--- src/rtl/pws_pkg.sv ---
package pws_pkg;

    localparam int NSTEP    = 5;
    localparam int IDX_W    = 3;
    localparam logic [IDX_W-1:0] IDX_LAST_CLK = 3'd3;
    localparam logic [IDX_W-1:0] IDX_REF      = 3'd4;

    typedef enum logic [3:0] {
        S_IDLE,
        S_STEP,
        S_PWRUP,
        S_REF,
        S_STABLE,
        S_DEVRST,
        S_CORE_REL,
        S_LOCK,
        S_EXTRA,
        S_DONE,
        S_RUN,
        S_UNWIND,
        S_FAILED,
        S_LOCKERR
    } seq_state_e;

    typedef struct packed {
        seq_state_e             st;
        logic [IDX_W-1:0]       idx;
        logic [NSTEP-1:0]       en;
        logic                   pwrdn;
        logic                   phy_rst;
        logic                   core_rst;
        logic                   rst_act;
        logic                   done;
        logic                   lock_err;
        logic                   fail;
    } seq_regs_t;

    function automatic seq_regs_t regs_reset();
        seq_regs_t r;
        r.st       = S_IDLE;
        r.idx      = '0;
        r.en       = '0;
        r.pwrdn    = 1'b1;
        r.phy_rst  = 1'b1;
        r.core_rst = 1'b1;
        r.rst_act  = 1'b0;
        r.done     = 1'b0;
        r.lock_err = 1'b0;
        r.fail     = 1'b0;
        return r;
    endfunction

endpackage

--- src/rtl/pws_us_timer.sv ---
module pws_us_timer #(
    parameter int W = 8
) (
    input  logic         clk,
    input  logic         rst_n,
    input  logic         tick,
    input  logic         load,
    input  logic [W-1:0] load_val,
    output logic         expired
);
    logic [W-1:0] cnt_d, cnt_q;

    always_comb begin
        cnt_d = cnt_q;
        if (load) begin
            cnt_d = load_val;
        end else if (tick && (cnt_q != '0)) begin
            cnt_d = cnt_q - 1'b1;
        end
    end

    always_ff @(posedge clk or negedge rst_n) begin
        if (!rst_n) cnt_q <= '0;
        else        cnt_q <= cnt_d;
    end

    assign expired = (cnt_q == '0);
endmodule

--- src/rtl/pws_try_count.sv ---
module pws_try_count #(
    parameter int TRIES = 2000
) (
    input  logic clk,
    input  logic rst_n,
    input  logic clr,
    input  logic inc,
    output logic last
);
    localparam int CW = (TRIES < 2) ? 1 : $clog2(TRIES);

    logic [CW-1:0] cnt_d, cnt_q;

    always_comb begin
        cnt_d = cnt_q;
        if (clr)      cnt_d = '0;
        else if (inc) cnt_d = cnt_q + 1'b1;
    end

    always_ff @(posedge clk or negedge rst_n) begin
        if (!rst_n) cnt_q <= '0;
        else        cnt_q <= cnt_d;
    end

    assign last = (cnt_q == CW'(TRIES - 1));
endmodule

--- src/rtl/pwrup_seq.sv ---
module pwrup_seq
    import pws_pkg::*;
#(
    parameter int SETTLE_US   = 10,
    parameter int STABLE_US   = 200,
    parameter int DEVRST_US   = 100000,
    parameter int LOCK_GAP_US = 50,
    parameter int LOCK_TRIES  = 2000,
    parameter int EXTRA_US    = 200
) (
    input  logic       clk,
    input  logic       rst_n,
    input  logic       us_tick,
    input  logic       start_i,
    input  logic       stop_i,
    input  logic       rst_pol_i,
    input  logic       extra_wait_i,
    input  logic       pll_lock_i,
    input  logic [4:0] step_ack_i,
    input  logic [4:0] step_fail_i,
    output logic       supply_en_o,
    output logic       phy_clk_en_o,
    output logic       bus_clk_en_o,
    output logic       core_clk_en_o,
    output logic       ref_clk_en_o,
    output logic       phy_pwrdn_o,
    output logic       phy_rst_o,
    output logic       core_rst_o,
    output logic       dev_rst_o,
    output logic       done_o,
    output logic       lock_err_o,
    output logic       fail_o
);
    localparam int M1 = (SETTLE_US > STABLE_US) ? SETTLE_US : STABLE_US;
    localparam int M2 = (M1 > DEVRST_US) ? M1 : DEVRST_US;
    localparam int M3 = (M2 > LOCK_GAP_US) ? M2 : LOCK_GAP_US;
    localparam int M4 = (M3 > EXTRA_US) ? M3 : EXTRA_US;
    localparam int TW = $clog2(M4 + 1);

    seq_regs_t      d, q;
    logic           tmr_load, tmr_exp, try_clr, try_inc, try_last;
    logic [TW-1:0]  tmr_val;

    pws_us_timer #(.W(TW)) i_timer (
        .clk      (clk),
        .rst_n    (rst_n),
        .tick     (us_tick),
        .load     (tmr_load),
        .load_val (tmr_val),
        .expired  (tmr_exp)
    );

    pws_try_count #(.TRIES(LOCK_TRIES)) i_tries (
        .clk   (clk),
        .rst_n (rst_n),
        .clr   (try_clr),
        .inc   (try_inc),
        .last  (try_last)
    );

    always_comb begin
        d        = q;
        d.done   = 1'b0;
        tmr_load = 1'b0;
        tmr_val  = '0;
        try_clr  = 1'b0;
        try_inc  = 1'b0;
        if (stop_i) begin
            d = regs_reset();
        end else begin
            unique case (q.st)
                S_IDLE: begin
                    if (start_i) begin
                        d.st       = S_STEP;
                        d.idx      = '0;
                        d.en[0]    = 1'b1;
                        d.lock_err = 1'b0;
                        d.fail     = 1'b0;
                    end
                end
                S_STEP: begin
                    if (step_fail_i[q.idx]) begin
                        d.st = S_UNWIND;
                    end else if (step_ack_i[q.idx]) begin
                        if (q.idx == IDX_LAST_CLK) begin
                            d.st     = S_PWRUP;
                            d.pwrdn  = 1'b0;
                            tmr_load = 1'b1;
                            tmr_val  = TW'(SETTLE_US);
                        end else begin
                            d.idx           = q.idx + 3'd1;
                            d.en[q.idx + 3'd1] = 1'b1;
                        end
                    end
                end
                S_PWRUP: begin
                    if (tmr_exp) begin
                        d.st         = S_REF;
                        d.idx        = IDX_REF;
                        d.en[IDX_REF] = 1'b1;
                    end
                end
                S_REF: begin
                    if (step_fail_i[IDX_REF]) begin
                        d.st = S_UNWIND;
                    end else if (step_ack_i[IDX_REF]) begin
                        d.st     = S_STABLE;
                        tmr_load = 1'b1;
                        tmr_val  = TW'(STABLE_US);
                    end
                end
                S_STABLE: begin
                    if (tmr_exp) begin
                        d.st      = S_DEVRST;
                        d.rst_act = 1'b1;
                        tmr_load  = 1'b1;
                        tmr_val   = TW'(DEVRST_US);
                    end
                end
                S_DEVRST: begin
                    if (tmr_exp) begin
                        d.st      = S_CORE_REL;
                        d.rst_act = 1'b0;
                        d.phy_rst = 1'b0;
                    end
                end
                S_CORE_REL: begin
                    d.st       = S_LOCK;
                    d.core_rst = 1'b0;
                    tmr_load   = 1'b1;
                    tmr_val    = TW'(LOCK_GAP_US);
                    try_clr    = 1'b1;
                end
                S_LOCK: begin
                    if (tmr_exp) begin
                        if (pll_lock_i) begin
                            if (extra_wait_i) begin
                                d.st     = S_EXTRA;
                                tmr_load = 1'b1;
                                tmr_val  = TW'(EXTRA_US);
                            end else begin
                                d.st   = S_DONE;
                                d.done = 1'b1;
                            end
                        end else if (try_last) begin
                            d.st       = S_LOCKERR;
                            d.lock_err = 1'b1;
                        end else begin
                            try_inc  = 1'b1;
                            tmr_load = 1'b1;
                            tmr_val  = TW'(LOCK_GAP_US);
                        end
                    end
                end
                S_EXTRA: begin
                    if (tmr_exp) begin
                        d.st   = S_DONE;
                        d.done = 1'b1;
                    end
                end
                S_DONE: begin
                    d.st = S_RUN;
                end
                S_UNWIND: begin
                    d.en[q.idx] = 1'b0;
                    if (q.idx == IDX_REF) d.pwrdn = 1'b1;
                    if (q.idx == '0) begin
                        d.st   = S_FAILED;
                        d.fail = 1'b1;
                    end else begin
                        d.idx = q.idx - 3'd1;
                    end
                end
                default: begin
                end
            endcase
        end
    end

    always_ff @(posedge clk or negedge rst_n) begin
        if (!rst_n) q <= regs_reset();
        else        q <= d;
    end

    assign supply_en_o   = q.en[0];
    assign phy_clk_en_o  = q.en[1];
    assign bus_clk_en_o  = q.en[2];
    assign core_clk_en_o = q.en[3];
    assign ref_clk_en_o  = q.en[4];
    assign phy_pwrdn_o   = q.pwrdn;
    assign phy_rst_o     = q.phy_rst;
    assign core_rst_o    = q.core_rst;
    assign dev_rst_o     = q.rst_act ? rst_pol_i : ~rst_pol_i;
    assign done_o        = q.done;
    assign lock_err_o    = q.lock_err;
    assign fail_o        = q.fail;
endmodule

--- config.mk ---
export PLATFORM = sky130hd
export DESIGN_NAME = pwrup_seq
export DESIGN_NICKNAME = d
export VERILOG_FILES = /design/src/rtl/pws_pkg.sv /design/src/rtl/pws_us_timer.sv /design/src/rtl/pws_try_count.sv /design/src/rtl/pwrup_seq.sv
export SDC_FILE = /design/constraint.sdc
export NUM_CORES = 1
export LEC_CHECK = 0
export BUFFER_PORTS_ARGS = -buffer_cell sky130_fd_sc_hd__buf_4
export CELL_PAD_IN_SITES_DETAIL_PLACEMENT = 1
export CELL_PAD_IN_SITES_GLOBAL_PLACEMENT = 1
export CORE_UTILIZATION = 46
export CTS_BUF_LIST = sky130_fd_sc_hd__clkbuf_16
export CTS_CLUSTER_DIAMETER = 60
export DETAILED_ROUTE_END_ITERATION = 12
export PLACE_DENSITY = 0.84
export SYNTH_ARGS = -nofsm -noshare
export SYNTH_HDL_FRONTEND = slang
export SYNTH_HIERARCHICAL = 1
export SYNTH_SLANG_ARGS = --single-unit
--- constraint.sdc ---
create_clock -name clk -period 3.87 [get_ports clk]
set_input_delay 0.1935 -clock clk [delete_from_list [all_inputs] [get_ports clk]]
set_output_delay 0.1935 -clock clk [all_outputs]
set_load 0.05 [all_outputs]
After elaboration in Yosys (flattened, before gate mapping). Cells that the tools add are included.

$add $sub $neg: 4. Magnitude comparators: 4. Equality and inequality tests: 32. Muxes and demuxes: 86. Bitwise operators: 4. Reduce and logical (&&, ||, !) cells: 30.

Operators with widths (number): $mux 17 (7); $pmux 17 s5 (1); $mux 4 (14); $pmux 4 s11 (1); $mux 1 (35); $mux 8 (4); $ne 3x3->1 const B (9); $mux 11 (2); $reduce_and 5->1 (4); $mux 19 (1); $ne 3x2->1 const B (6); $logic_not 17->1 (1); $reduce_bool 17->1 (1); $sub 17x1->17 const B (1); $eq 4x3->1 const B (4); $mux 13 (1); $eq 4x4->1 const B (3); $ne 4x4->1 const B (3); $pmux 3 s4 (1); $reduce_and 12->1 (1); $reduce_bool 12->1 (1); $reduce_bool 3->1 (4); $add 11x1->11 const B (1); $eq 11x11->1 const B (1); 34 further kinds (53).

Register bits after elaboration: 47. Output and inout port bits: 12. Word-level logic and storage cells: 174.

Longest topological paths before layout. Gate-level depths: netlist of run 1.

Depth after elaboration: 11. Mapped depth: 14. Depth with buffers taken out: 12.

By module. Netlist of run 1, hierarchy kept.

By module, submodules not included: pwrup_seq (times used 1, cells an instance 208, area an instance 1695.4 µm², sequential area each 479.2 µm²); pws_us_timer (times used 1, cells an instance 130, area an instance 1136.1 µm², sequential area each 425.4 µm²); pws_try_count (times used 1, cells an instance 58, area an instance 561.8 µm², sequential area each 275.3 µm²).

Worst setup path before layout of run 1. No wires, ideal clock.

Path kind: register to register. Start point: register i_timer.cnt_q[7]. End point: register i_timer.cnt_q[0]. Setup time: 0.131 ns. Data arrival time: 2.773 ns. Setup slack: 0.966 ns. Cell stages (with the launch flop): 15. Buffers on the path: 4. Path through: dfrtp_1 buf_6 nor4_1 nand3_1 nor3_1 clkbuf_1 inv_1 nor3_1 a21oi_1 a41oi_1 clkbuf_1 clkbuf_1 nor2_1 a22oi_1 nand3_1.

Cells in the longest elaborated chain, start to end: 5. Elaborated cells between the ends (all ways): 12. Those cells by class: 8 x mux; 4 x reduce/logical.

RTL lines: start: declaration (RTL line pws_us_timer.sv:11) `logic [W-1:0] cnt_d, cnt_q;`; start signal: assignment (RTL line pws_us_timer.sv:24) `else cnt_q <= cnt_d;`; $logic_not 17->1 (*) (RTL line pws_us_timer.sv:27) `assign expired = (cnt_q == '0);`; named net tmr_exp (RTL line pwrup_seq.sv:41) `logic tmr_load, tmr_exp, try_clr, try_inc, try_last;`; $mux 1 (on tied branches) (RTL line pwrup_seq.sv:135, pwrup_seq.sv:113); $pmux 1 s5 (*) (RTL line pwrup_seq.sv:71) `unique case (q.st)`; $mux 1 (*) (RTL line pwrup_seq.sv:68) `if (stop_i) begin`; named net tmr_load (RTL line pwrup_seq.sv:41); $mux 17 / $reduce_bool 2->1 (equally long branches).

The timed path passes the listed nets; every way through them passes the cells marked *. A chain may end at the register's enable or synchronous reset.

Worst setup path after layout of run 1.
Start point: register i_timer.cnt_q[7]. End point: register i_timer.cnt_q[6].

Same word-level chain as after synthesis.

==> impl_metrics.json, run 1 <==
{
  "status": "completed",
  "drtPass1Iterations": 4,
  "synthToLayoutAreaGrowth_pct": 12.2,
  "ios": 30,
  "total_power_uw": 2230,
  "slew_viol_final": 0,
  "start_util_pct": 48.9,
  "r2r_start": "i_timer/cnt_q[7]",
  "ys_warn_count": 6,
  "slowest_stage": "nor4_1",
  "totalWireLength_mm": 9.59,
  "max_clock_freq_mhz": 291,
  "crit_path_cell_trace": "nor4_1, nand3_1, nor3_1, buf_4, inv_1, nor3_1, a21oi_1, a41oi_1, buf_4, clkinvlp_2, o21a_1",
  "min_period_ns": 3.44,
  "highest_layer": "met4",
  "core_area_um2": 6940,
  "place.gp.congestion": 0.864,
  "critPathBufInv": 4,
  "die_area_um2": 7720,
  "synth_edf_count": 0,
  "p_per_area_nw_per_um2": 586,
  "cpPeakStageDelay_ns": 0.48,
  "synth_cell_types": 73,
  "rsz0062_at_grt": "no",
  "drt-initial-drc-count": 163,
  "ys_ff_latch": 47,
  "clockRootBuffer": "clkbuf_16",
  "drv_cap": 0,
  "num_rows": 30,
  "drt-met1-wl_mm": 4.40,
  "syn_area_um2": 3390,
  "die_width_um": 87.9,
  "r2r_slack_ns": 0.43,
  "r2r_end": "i_timer/cnt_q[6]",
  "required_ns": 4.04,
  "h-tree-depth": 2,
  "cts-root-to-sink-buffers": 2,
  "hold_path_class": "input port to register",
  "largest_reg_flops": 17,
  "finalHoldViolCount": 0,
  "p_leak_uw": 0.00148,
  "crit_path_start_kind": "register",
  "cp_data_arrival_time_ns": 3.61,
  "routed_via_density": 6.20,
  "fin_tns_setup_ns": 0,
  "worstHoldEndpoint": "lock_err_o",
  "cts_sinks": 47,
  "synth-main-ff-cell": "dfrtp_1",
  "ir_worst_vdd_mv": 0.386,
  "drive_above_1_share_pct": 17.1,
  "top_regs": "i_timer/cnt_q (17), i_tries/cnt_q (11), q (8)",
  "cts_made_buffers": 5,
  "wl_met2_mm": 4.72,
  "cpLargestDelayFamily": "simple AND/OR/NAND/NOR gates",
  "slew-limit-headroom_pct": 57.3,
  "r2r_cells": 11,
  "antenna_cells": 0,
  "holdPathStages": 2,
  "path_class": "register to register",
  "overflow": 0,
  "worstSetupEndpointType": "register",
  "timing.final.crit_share_pct": 88.9,
  "postCtsSetupRepairBufs": 0,
  "vias": 3206,
  "grt_pass1_wl_mm": 16.2,
  "die_h_um": 87.9,
  "tightest_slew_ns": 0.635,
  "top_register": "i_timer/cnt_q",
  "ant_nets": 0,
  "antenna_found_initial": 0,
  "grt_max_degree": 48,
  "hp-start": "start_i",
  "dr_wl_met3_um": 402,
  "clock_skew_ns": 0.00395,
  "cts_tree": "yes",
  "path_clk_slew_ns": 0.07,
  "async_reset_ff_share_pct": 100,
  "syn_inst": 396,
  "numPortBuffers": 29,
  "finish.net_count": 444,
  "clk_latency_ns": 0.29,
  "worstPathMaxFanout": 22,
  "dp_hpwl_mm": 6.63,
  "ys_seq_area_share_pct": 34.8,
  "synth.avg_cell_area_um2": 8.57,
  "drc": 0,
  "grtUsageTotal_pct": 26.7,
  "wl_per_cell_um": 18.5,
  "grt_pass1_vias": 3299,
  "setup_viol": 0
}
==> cells in the mapped netlist (all sizes together) (5+ instances only) <==
library cell / count / area (µm²)
or3: 8 / 51.3
buf: 13 / 97.6
nand2b: 9 / 56.3
o31ai: 10 / 93.8
mux2i: 5 / 50.1
ha: 6 / 75.1
clkbuf: 11 / 41.3
mux2: 5 / 63.8
o21ai: 24 / 124
nor2b: 5 / 31.3
nand2: 30 / 113
dfrtp: 44 / 1100
or4: 14 / 109
nand3: 12 / 60.1
a31oi: 16 / 115
and2: 5 / 31.3
nor3: 14 / 75.1
inv: 15 / 56.3
nand4: 11 / 68.8
nor4: 6 / 52.6
o41ai: 5 / 43.8
nor2: 44 / 168
a21oi: 17 / 85.1
==> power breakdown <==
part | switching, µW | total, µW | leakage [µW] | internal [µW]
clock network | 191 | 430 | 0.0000658 | 238
registers | 223 | 825 | 0.000609 | 602
logic | 578 | 979 | 0.000806 | 401
total | 993 | 2230 | 0.00148 | 1240
==> through the flow <==
step / hold WS [ns] / setup WS (ns) / cell area (µm²) / utilization [%] / instances
final: 0.0993 / 0.430 / 3810 / 54.8 / 517
after floorplan: -0.102 / 0.966 / 3420 / - / 402
after CTS: 0.0932 / 0.494 / 3800 / 54.7 / 516
after global placement: 0.252 / 0.761 / 3640 / 52.5 / 507
after global routing: 0.112 / 0.0213 / 3810 / 54.8 / 517
after detailed placement: 0.256 / 0.667 / 3640 / 52.5 / 507
==> logic make-up (layout without fill, tap and decap cells) <==
logic type                 count (synthesis)  in the layout  share of synthesized area (%)
muxes                                     10             10                           3.36
and+or+nand+nor                          176            176                           28.6
other                                      1              7                          0.111
DFF                                       47             47                           34.8
adders and majority gates                  6              6                           2.21
buffers and inverters                     39             58                           5.75
AOI/OAI and AO/OA                        111            111                           23.7
xor gates and xnor gates                   6              6                           1.55
==> placed cells by master (no fill, tap or decap), types with 7 or more instances in the layout <==
master     n
nand3_1   12
nand4_1   11
nor3_1    13
a21oi_1   17
conb_1     7
dfrtp_1   44
buf_4     33
inv_1     14
o21ai_0   21
or3_1      7
nor2_1    43
o31ai_1    8
a31oi_1   15
or4_1     13
nand2_1   30
nand2b_1   9
==> how the worst max path moves through the flow <==
stage	from	endpoint	slack, ns	cells past startpoint
after floorplan	i_timer/cnt_q[7]	i_timer/cnt_q[0]	0.97	14
after CTS	i_timer/cnt_q[7]	i_timer/cnt_q[3]	0.49	12
after global routing	i_timer/cnt_q[7]	i_timer/cnt_q[9]	0.02	12
after global placement	i_timer/cnt_q[7]	i_timer/cnt_q[2]	0.76	12
after detailed placement	i_timer/cnt_q[7]	i_timer/cnt_q[3]	0.67	12
final	i_timer/cnt_q[7]	i_timer/cnt_q[6]	0.43	11
==> worst reg2reg max path, delay by kind of cell (launching register included) <==
kind	cells	cell delay (ns)
simple gates	4	1.22
buf+inv	4	1.01
compound gates	3	0.64
flops	1	0.46
==> timing repair <==
action / in CTS / in global routing
hold endpoints to repair: 44 / 0
setup endpoints to repair: 0 / 2
resized for setup: 0 / 1
hold buffers: 1 / 0
==> per-layer routing <==
metal  GRT usage (%)  up-vias
met1            36.5     1592
met2            44.5       67
li1                -     1539
met5               0        -
met3            3.58        8
met4            7.00        0
==> cell type report <==
cell class              count  area (µm²)
multi-input cells         316        2040
flip-flops and latches     47        1180
fillers                   831        3140
inverters                  15        60.1
repair buffers             34         258
repair inverters            1        5.00
clock inverters             3        20.0
well taps                  96         120
clock buffers               5         125
No activity file was read; power rests on OpenSTA's default activity.
==> run 2, diff against run 1 <==
--- a/config.mk
+++ b/config.mk
@@ -6,13 +6,14 @@
 export NUM_CORES = 1
 export LEC_CHECK = 0
 export BUFFER_PORTS_ARGS = -buffer_cell sky130_fd_sc_hd__buf_4
-export CELL_PAD_IN_SITES_DETAIL_PLACEMENT = 1
-export CELL_PAD_IN_SITES_GLOBAL_PLACEMENT = 1
-export CORE_UTILIZATION = 46
+export CELL_PAD_IN_SITES_DETAIL_PLACEMENT = 0
+export CELL_PAD_IN_SITES_GLOBAL_PLACEMENT = 2
+export CORE_UTILIZATION = 37
 export CTS_BUF_LIST = sky130_fd_sc_hd__clkbuf_16
 export CTS_CLUSTER_DIAMETER = 60
 export DETAILED_ROUTE_END_ITERATION = 12
-export PLACE_DENSITY = 0.84
+export PLACE_DENSITY = 0.83
+export SKIP_CTS_REPAIR_TIMING = 1
 export SYNTH_ARGS = -nofsm -noshare
 export SYNTH_HDL_FRONTEND = slang
 export SYNTH_HIERARCHICAL = 1
==> run 2 against run 1 <==
Net effect: the run now ends with DRC left; global-route usage is 7.1 points lower; via count decreased by 2.9%; critical path type unchanged; final cell count up 2.1%.
==> impl_metrics.json, run 2 (synthesized netlist as in run 1, its figures left out) <==
{
  "h-tree-depth": 2,
  "dp_hpwl_mm": 6.18,
  "multi_input_area_um2": 2040,
  "slew-limit-headroom_pct": 52.8,
  "grt_max_degree": 48,
  "use_met1_pct": 29.2,
  "grt_pass1_vias": 2967,
  "endpoint": "i_timer/cnt_q[2]",
  "path_class": "register to register",
  "drive_above_1_share_pct": 16.2,
  "critPathBufInv": 4,
  "slew_viol_final": 0,
  "worst_slack_ns": 0.551,
  "cp_data_arrival_time_ns": 3.49,
  "clockRootBuffer": "clkbuf_16",
  "fillCellCount": 901,
  "r2r_end": "i_timer/cnt_q[2]",
  "synthToLayoutAreaGrowth_pct": 12.3,
  "drtPass1Iterations": 8,
  "ir_worst_vdd_mv": 0.278,
  "core_area_um2": 8810,
  "p_clk_share_pct": 19.7,
  "pre_cts_slack_ns": 0.628,
  "finalNonFillerCells": 528,
  "regArea_um2": 1180,
  "violations": "DRC",
  "drc": 10,
  "top_register": "i_timer/cnt_q",
  "rsz0062_at_grt": "no",
  "fin_tns_setup_ns": 0,
  "clock_skew_ns": 0.00409,
  "die_area_um2": 9560,
  "path_depth": 12,
  "crit_path_cell_trace": "nor4_1, nand3_1, nor3_1, buf_4, inv_1, nor3_1, a21oi_1, a41oi_1, buf_4, inv_1, a31oi_1, o41ai_1",
  "gr-usage-met3_pct": 3.08,
  "cts-root-to-sink-buffers": 2,
  "tightest_slew_ns": 0.708,
  "final_cell_mix": "44 x dfrtp_1, 43 x nor2_1, 33 x buf_4",
  "fin_util_pct": 43.3,
  "start_util_pct": 38.5,
  "finish.net_count": 443,
  "numPortBuffers": 29,
  "place.gp.congestion": 0.805,
  "r2r_slack_ns": 0.55,
  "p_per_area_nw_per_um2": 577,
  "antenna_cells": 0,
  "grt_busiest_layer": "met1",
  "finalHoldViolCount": 0,
  "r2r_cells": 12,
  "hold_slack_ns": 0.0918,
  "largest_reg_flops": 17,
  "power_frac_seq_pct": 37.0,
  "setup_viol": 0,
  "ant_nets": 0,
  "vias": 3114,
  "placed_cells": 519,
  "cpPeakStageDelay_ns": 0.46,
  "top_regs": "i_timer/cnt_q (17), i_tries/cnt_q (11), q (8)",
  "cts_made_buffers": 5,
  "num_rows": 34,
  "hold_path_class": "input port to register",
  "power.internal_uw": 1240,
  "worstPathMaxFanout": 24,
  "power_switching_uw": 961,
  "drv_cap": 0,
  "status": "finished with violations",
  "min_period_ns": 3.32,
  "slowest_stage": "dfrtp_1",
  "cts_sinks": 47,
  "r2r_start": "i_timer/cnt_q[7]",
  "power_frac_comb_pct": 43.3,
  "wl_per_cell_um": 16.8,
  "die_width_um": 97.8,
  "path_clk_slew_ns": 0.07,
  "ios": 30,
  "overflow": 0,
  "totalWireLength_mm": 8.87,
  "cp-startpoint": "i_timer/cnt_q[7]",
  "swShare_pct": 43.7,
  "final_common_cell": "dfrtp_1",
  "max_clock_freq_mhz": 301,
  "required_ns": 4.04,
  "worstSetupEndpointType": "register",
  "cpLargestDelayFamily": "simple AND/OR/NAND/NOR gates",
  "grt_pass1_wl_mm": 15.1,
  "p_leak_uw": 0.00149,
  "die_h_um": 97.8,
  "drt-initial-drc-count": 170,
  "grtUsageTotal_pct": 19.6,
  "crit_path_start_kind": "register",
  "antenna_found_initial": 0,
  "grt_use_met2_pct": 29.0,
  "timing.final.crit_share_pct": 85.8,
  "cts_tree": "yes",
  "clk_latency_ns": 0.29,
  "routed_via_density": 5.90
}
-- run 2: cell types whose count changed in the layout (fill, tap and decap cells not counted) --
cell / change
clkinvlp_4: -3
inv_1: +2
clkinv_1: +1
clkinv_2: -1
clkinv_4: +1
clkinvlp_2: -1
-- run 2: cell type report --
cell class                      instances  area share, %
Tap cell                              108           3.55
Clock buffer                            5           3.28
Multi-Input combinational cell        316           53.5
Sequential cell                        47           31.0
Timing Repair Buffer                   34           6.76
Clock inverter                          3          0.427
Inverter                               15           1.48
-- run 2: worst register-to-register path, cell delays in order (launching register included) --
cell	delay [ns]
dfrtp_1	0.46
nor4_1	0.45
nand3_1	0.22
nor3_1	0.30
buf_4	0.21
inv_1	0.06
nor3_1	0.19
a21oi_1	0.11
a41oi_1	0.19
buf_4	0.26
inv_1	0.36
a31oi_1	0.29
o41ai_1	0.10
-- run 2: power groups by stage --
stage / clock, µW / sequential (µW) / combinational [µW]
5_1_grt: 463 / 844 / 1050
3_3_place_gp: 0 / 817 / 945
3_5_place_dp: 0 / 818 / 947
2_1_floorplan: 0 / 760 / 808
6_report: 433 / 814 / 953
4_1_cts: 447 / 811 / 952
-- run 2: metal layers --
metal / routed length, µm / vias up / part of all wire [%]
met5: 0 / - / 0
met4: 112 / 0 / 1.3
met3: 395 / 8 / 4.5
met2: 3860 / 69 / 44
met1: 4500 / 1498 / 51
li1: - / 1539 / -
-- run 2: worst min path at each step --
stage,from,endpoint,slack (ns),cells after the start
4_1_cts,rst_n,bus_clk_en_o,-0.04,1
6_report,start_i,lock_err_o,0.09,2
3_5_place_dp,rst_n,bus_clk_en_o,0.27,1
5_1_grt,start_i,lock_err_o,0.10,2
3_3_place_gp,rst_n,bus_clk_en_o,0.26,1
2_1_floorplan,rst_n,bus_clk_en_o,-0.10,0
-- run 2: metrics by stage --
step | instance area (µm²) | total power, µW
after floorplan | 3420 | 1570
after global placement | 3660 | 1760
after CTS | 3800 | 2210
after global routing | 3810 | 2360
final | 3810 | 2200
after detailed placement | 3660 | 1760
==> run 3, diff against run 2 <==
--- a/config.mk
+++ b/config.mk
@@ -5,10 +5,11 @@
 export SDC_FILE = /design/constraint.sdc
 export NUM_CORES = 1
 export LEC_CHECK = 0
+export ABC_AREA = 1
 export BUFFER_PORTS_ARGS = -buffer_cell sky130_fd_sc_hd__buf_4
 export CELL_PAD_IN_SITES_DETAIL_PLACEMENT = 0
 export CELL_PAD_IN_SITES_GLOBAL_PLACEMENT = 2
-export CORE_UTILIZATION = 37
+export CORE_UTILIZATION = 33
 export CTS_BUF_LIST = sky130_fd_sc_hd__clkbuf_16
 export CTS_CLUSTER_DIAMETER = 60
 export DETAILED_ROUTE_END_ITERATION = 12
==> run 3 against run 2 <==
Net effect: the run now ends clean; final area increased by 14%; clock power increased by 20%; critical path depth increased by 3; non-clock buffer count decreased by 3; core utilization decreased by 4.0 points; total power increased by 25%; fmax increased by 16%; register-to-register slack improved by 0.46 ns; critical path type unchanged; highest routed layer unchanged.
==> impl_metrics.json, run 3 <==
{
  "synth_edf_count": 0,
  "drc": 0,
  "final_common_cell": "nand2_1",
  "dp_hpwl_mm": 7.39,
  "min_period_ns": 2.86,
  "vias": 3711,
  "numPortBuffers": 29,
  "cpLargestDelayFamily": "simple AND/OR/NAND/NOR gates",
  "path_clk_slew_ns": 0.07,
  "top_regs": "i_timer/cnt_q (17), i_tries/cnt_q (11), q (8)",
  "worst_slack_ns": 1.01,
  "setup_viol": 0,
  "synth_cell_types": 37,
  "worstSetupEndpointType": "register",
  "worstPathMaxFanout": 26,
  "overflow": 0,
  "hold_path_class": "input port to register",
  "core_area_um2": 11000,
  "worstHoldEndpoint": "i_timer/cnt_q[16]",
  "pre_cts_slack_ns": 1.00,
  "finalHoldViolCount": 0,
  "hp-start": "us_tick",
  "die_width_um": 109,
  "slew-limit-headroom_pct": 55.2,
  "required_ns": 4.09,
  "finish.net_count": 647,
  "path_class": "register to register",
  "crit_path_cell_trace": "inv_1, ha_1, nand3_4, nor2_4, nand3b_4, inv_1, inv_1, nor2_1, nor3_1, a21oi_1, buf_4, inv_2, nand2_4, nand2_1, o21ai_2",
  "synth-main-ff-cell": "dfrtp_1",
  "ir_worst_vdd_mv": 0.237,
  "ys_seq_area_share_pct": 31.1,
  "crit_top_cell": "inv_1",
  "ys_ff_latch": 47,
  "r2r_slack_ns": 1.01,
  "fin_tns_setup_ns": 0,
  "drv_cap": 0,
  "holdPathStages": 4,
  "synth_top_area_share_pct": 29.0,
  "cts_sinks": 47,
  "num_rows": 38,
  "routed_via_density": 4.86,
  "r2r_end": "i_timer/cnt_q[0]",
  "fin_util_pct": 39.2,
  "finalNonFillerCells": 764,
  "r2r_cells": 15,
  "synth_most_common_cell": "nand2_1",
  "tightest_slew_ns": 0.673,
  "power_frac_comb_pct": 51.6,
  "synth.avg_cell_area_um2": 6.42,
  "netlist_top_cells_count": "203 x nand2_1, 70 x nor2_1, 59 x nand3_1",
  "async_reset_ff_share_pct": 100,
  "die_h_um": 109,
  "largest_reg_flops": 17,
  "drtPass1Iterations": 4,
  "clk_latency_ns": 0.29,
  "drive_above_1_share_pct": 18.1,
  "ys_warn_count": 6,
  "ant_nets": 0,
  "grtUsageTotal_pct": 17.9,
  "cpPeakStageDelay_ns": 0.39,
  "power_switching_uw": 1340,
  "antenna_found_initial": 0,
  "clock_skew_ns": 0.00846,
  "place.gp.congestion": 0.861,
  "h-tree-depth": 2,
  "top_register": "i_timer/cnt_q",
  "r2r_start": "i_timer/cnt_q[1]",
  "grt_pass1_vias": 3482,
  "critPathBufInv": 5,
  "clockRootBuffer": "clkbuf_16",
  "cts_made_buffers": 5,
  "cts_tree": "yes",
  "syn_area_um2": 3800,
  "grt_pass1_wl_mm": 16.8,
  "p_clk_share_pct": 18.8,
  "swShare_pct": 48.5,
  "syn_inst": 591,
  "timing.final.crit_share_pct": 74.0,
  "synthTopCellsByArea": "dfrtp_1 29%, nand2_1 20%, nand3_1 7.8%, nor2_1 6.9%, inv_1 5.1%",
  "antenna_cells": 0,
  "power.internal_uw": 1420,
  "wl_per_cell_um": 13.1,
  "crit_path_start_kind": "register",
  "totalWireLength_mm": 9.99,
  "final_cell_mix": "203 x nand2_1, 70 x nor2_1, 59 x nand3_1",
  "synth_top_area_cell": "dfrtp_1",
  "power_frac_seq_pct": 29.6,
  "cp_data_arrival_time_ns": 3.08,
  "slowest_stage": "dfrtp_1",
  "placed_cells": 755,
  "die_area_um2": 11900,
  "ios": 30,
  "synthToLayoutAreaGrowth_pct": 14.0,
  "slew_viol_final": 0,
  "status": "completed",
  "drt-initial-drc-count": 171,
  "cts-root-to-sink-buffers": 2,
  "p_leak_uw": 0.00226,
  "start_util_pct": 34.4,
  "grt_max_degree": 48,
  "rsz0062_at_grt": "no",
  "fillCellCount": 1231,
  "max_clock_freq_mhz": 349,
  "p_per_area_nw_per_um2": 637
}
run 3: per-stage QoR:
step	area [µm²]	power (µW)	hold slack, ns
5_1_grt	4330	3020	0.251
3_5_place_dp	4150	2250	0.279
3_3_place_gp	4150	2250	0.282
4_1_cts	4320	2790	-0.0301
2_1_floorplan	3820	1920	-0.102
6_report	4330	2760	0.232
run 3: metal layers:
| metal | vias to the layer above | routed length, µm | GRT usage, % |
|---|---|---|---|
| li1 | 1942 | - | - |
| met1 | 1694 | 4860 | 23.8 |
| met2 | 67 | 4710 | 30.1 |
| met3 | 8 | 327 | 2.87 |
| met4 | 0 | 97 | 4.38 |
| met5 | - | 0 | 0 |
run 3: layout make-up:
class                      count  area [µm²]  share of cell area [%]
inverter                      65         244                    5.64
multi-input combinational    473        2320                    53.7
sequential                    47        1180                    27.3
clock inverter                 3        46.3                    1.07
timing repair buffer          31         235                    5.43
clock buffer                   5         125                    2.89
tap                          140         175                    4.05
run 3: worst reg2reg max path, cell delays in order, from the launching register on:
cell and delay, ns:
dfrtp_1 0.39, inv_1 0.09, ha_1 0.25, nand3_4 0.12, nor2_4 0.23, nand3b_4 0.12
inv_1 0.13, inv_1 0.11, nor2_1 0.15, nor3_1 0.07, a21oi_1 0.12, buf_4 0.24
inv_2 0.23, nand2_4 0.35, nand2_1 0.13, o21ai_2 0.07
run 3: kinds of logic (layout without fill, tap and decap cells):
kind of cell	Yosys count	after routing	share of synthesized area (%)
DFF	47	47	31.1
buffers and inverters	77	104	8.31
xor gates and xnor gates	4	4	0.923
other	1	7	0.0988
adders and majority gates	6	6	1.98
and+or+nand+nor	402	402	49.1
AOI/OAI and AO/OA	54	54	8.47
run 3: worst max-delay path by stage:
stage / cells past startpoint / end / start
after floorplan: 17 / i_timer/cnt_q[6] / i_timer/cnt_q[0]
after global placement: 15 / i_timer/cnt_q[10] / i_timer/cnt_q[0]
after detailed placement: 15 / i_timer/cnt_q[1] / i_timer/cnt_q[0]
after CTS: 15 / i_timer/cnt_q[1] / i_timer/cnt_q[0]
after global routing: 15 / i_timer/cnt_q[0] / i_timer/cnt_q[0]
final: 15 / i_timer/cnt_q[0] / i_timer/cnt_q[1]
run 3: power by group through the flow:
stage	clock (µW)	sequential, µW	combinational, µW
final	519	817	1420
after global routing	555	843	1620
after CTS	539	817	1430
after detailed placement	0	825	1430
after global placement	0	826	1420
after floorplan	0	866	1050
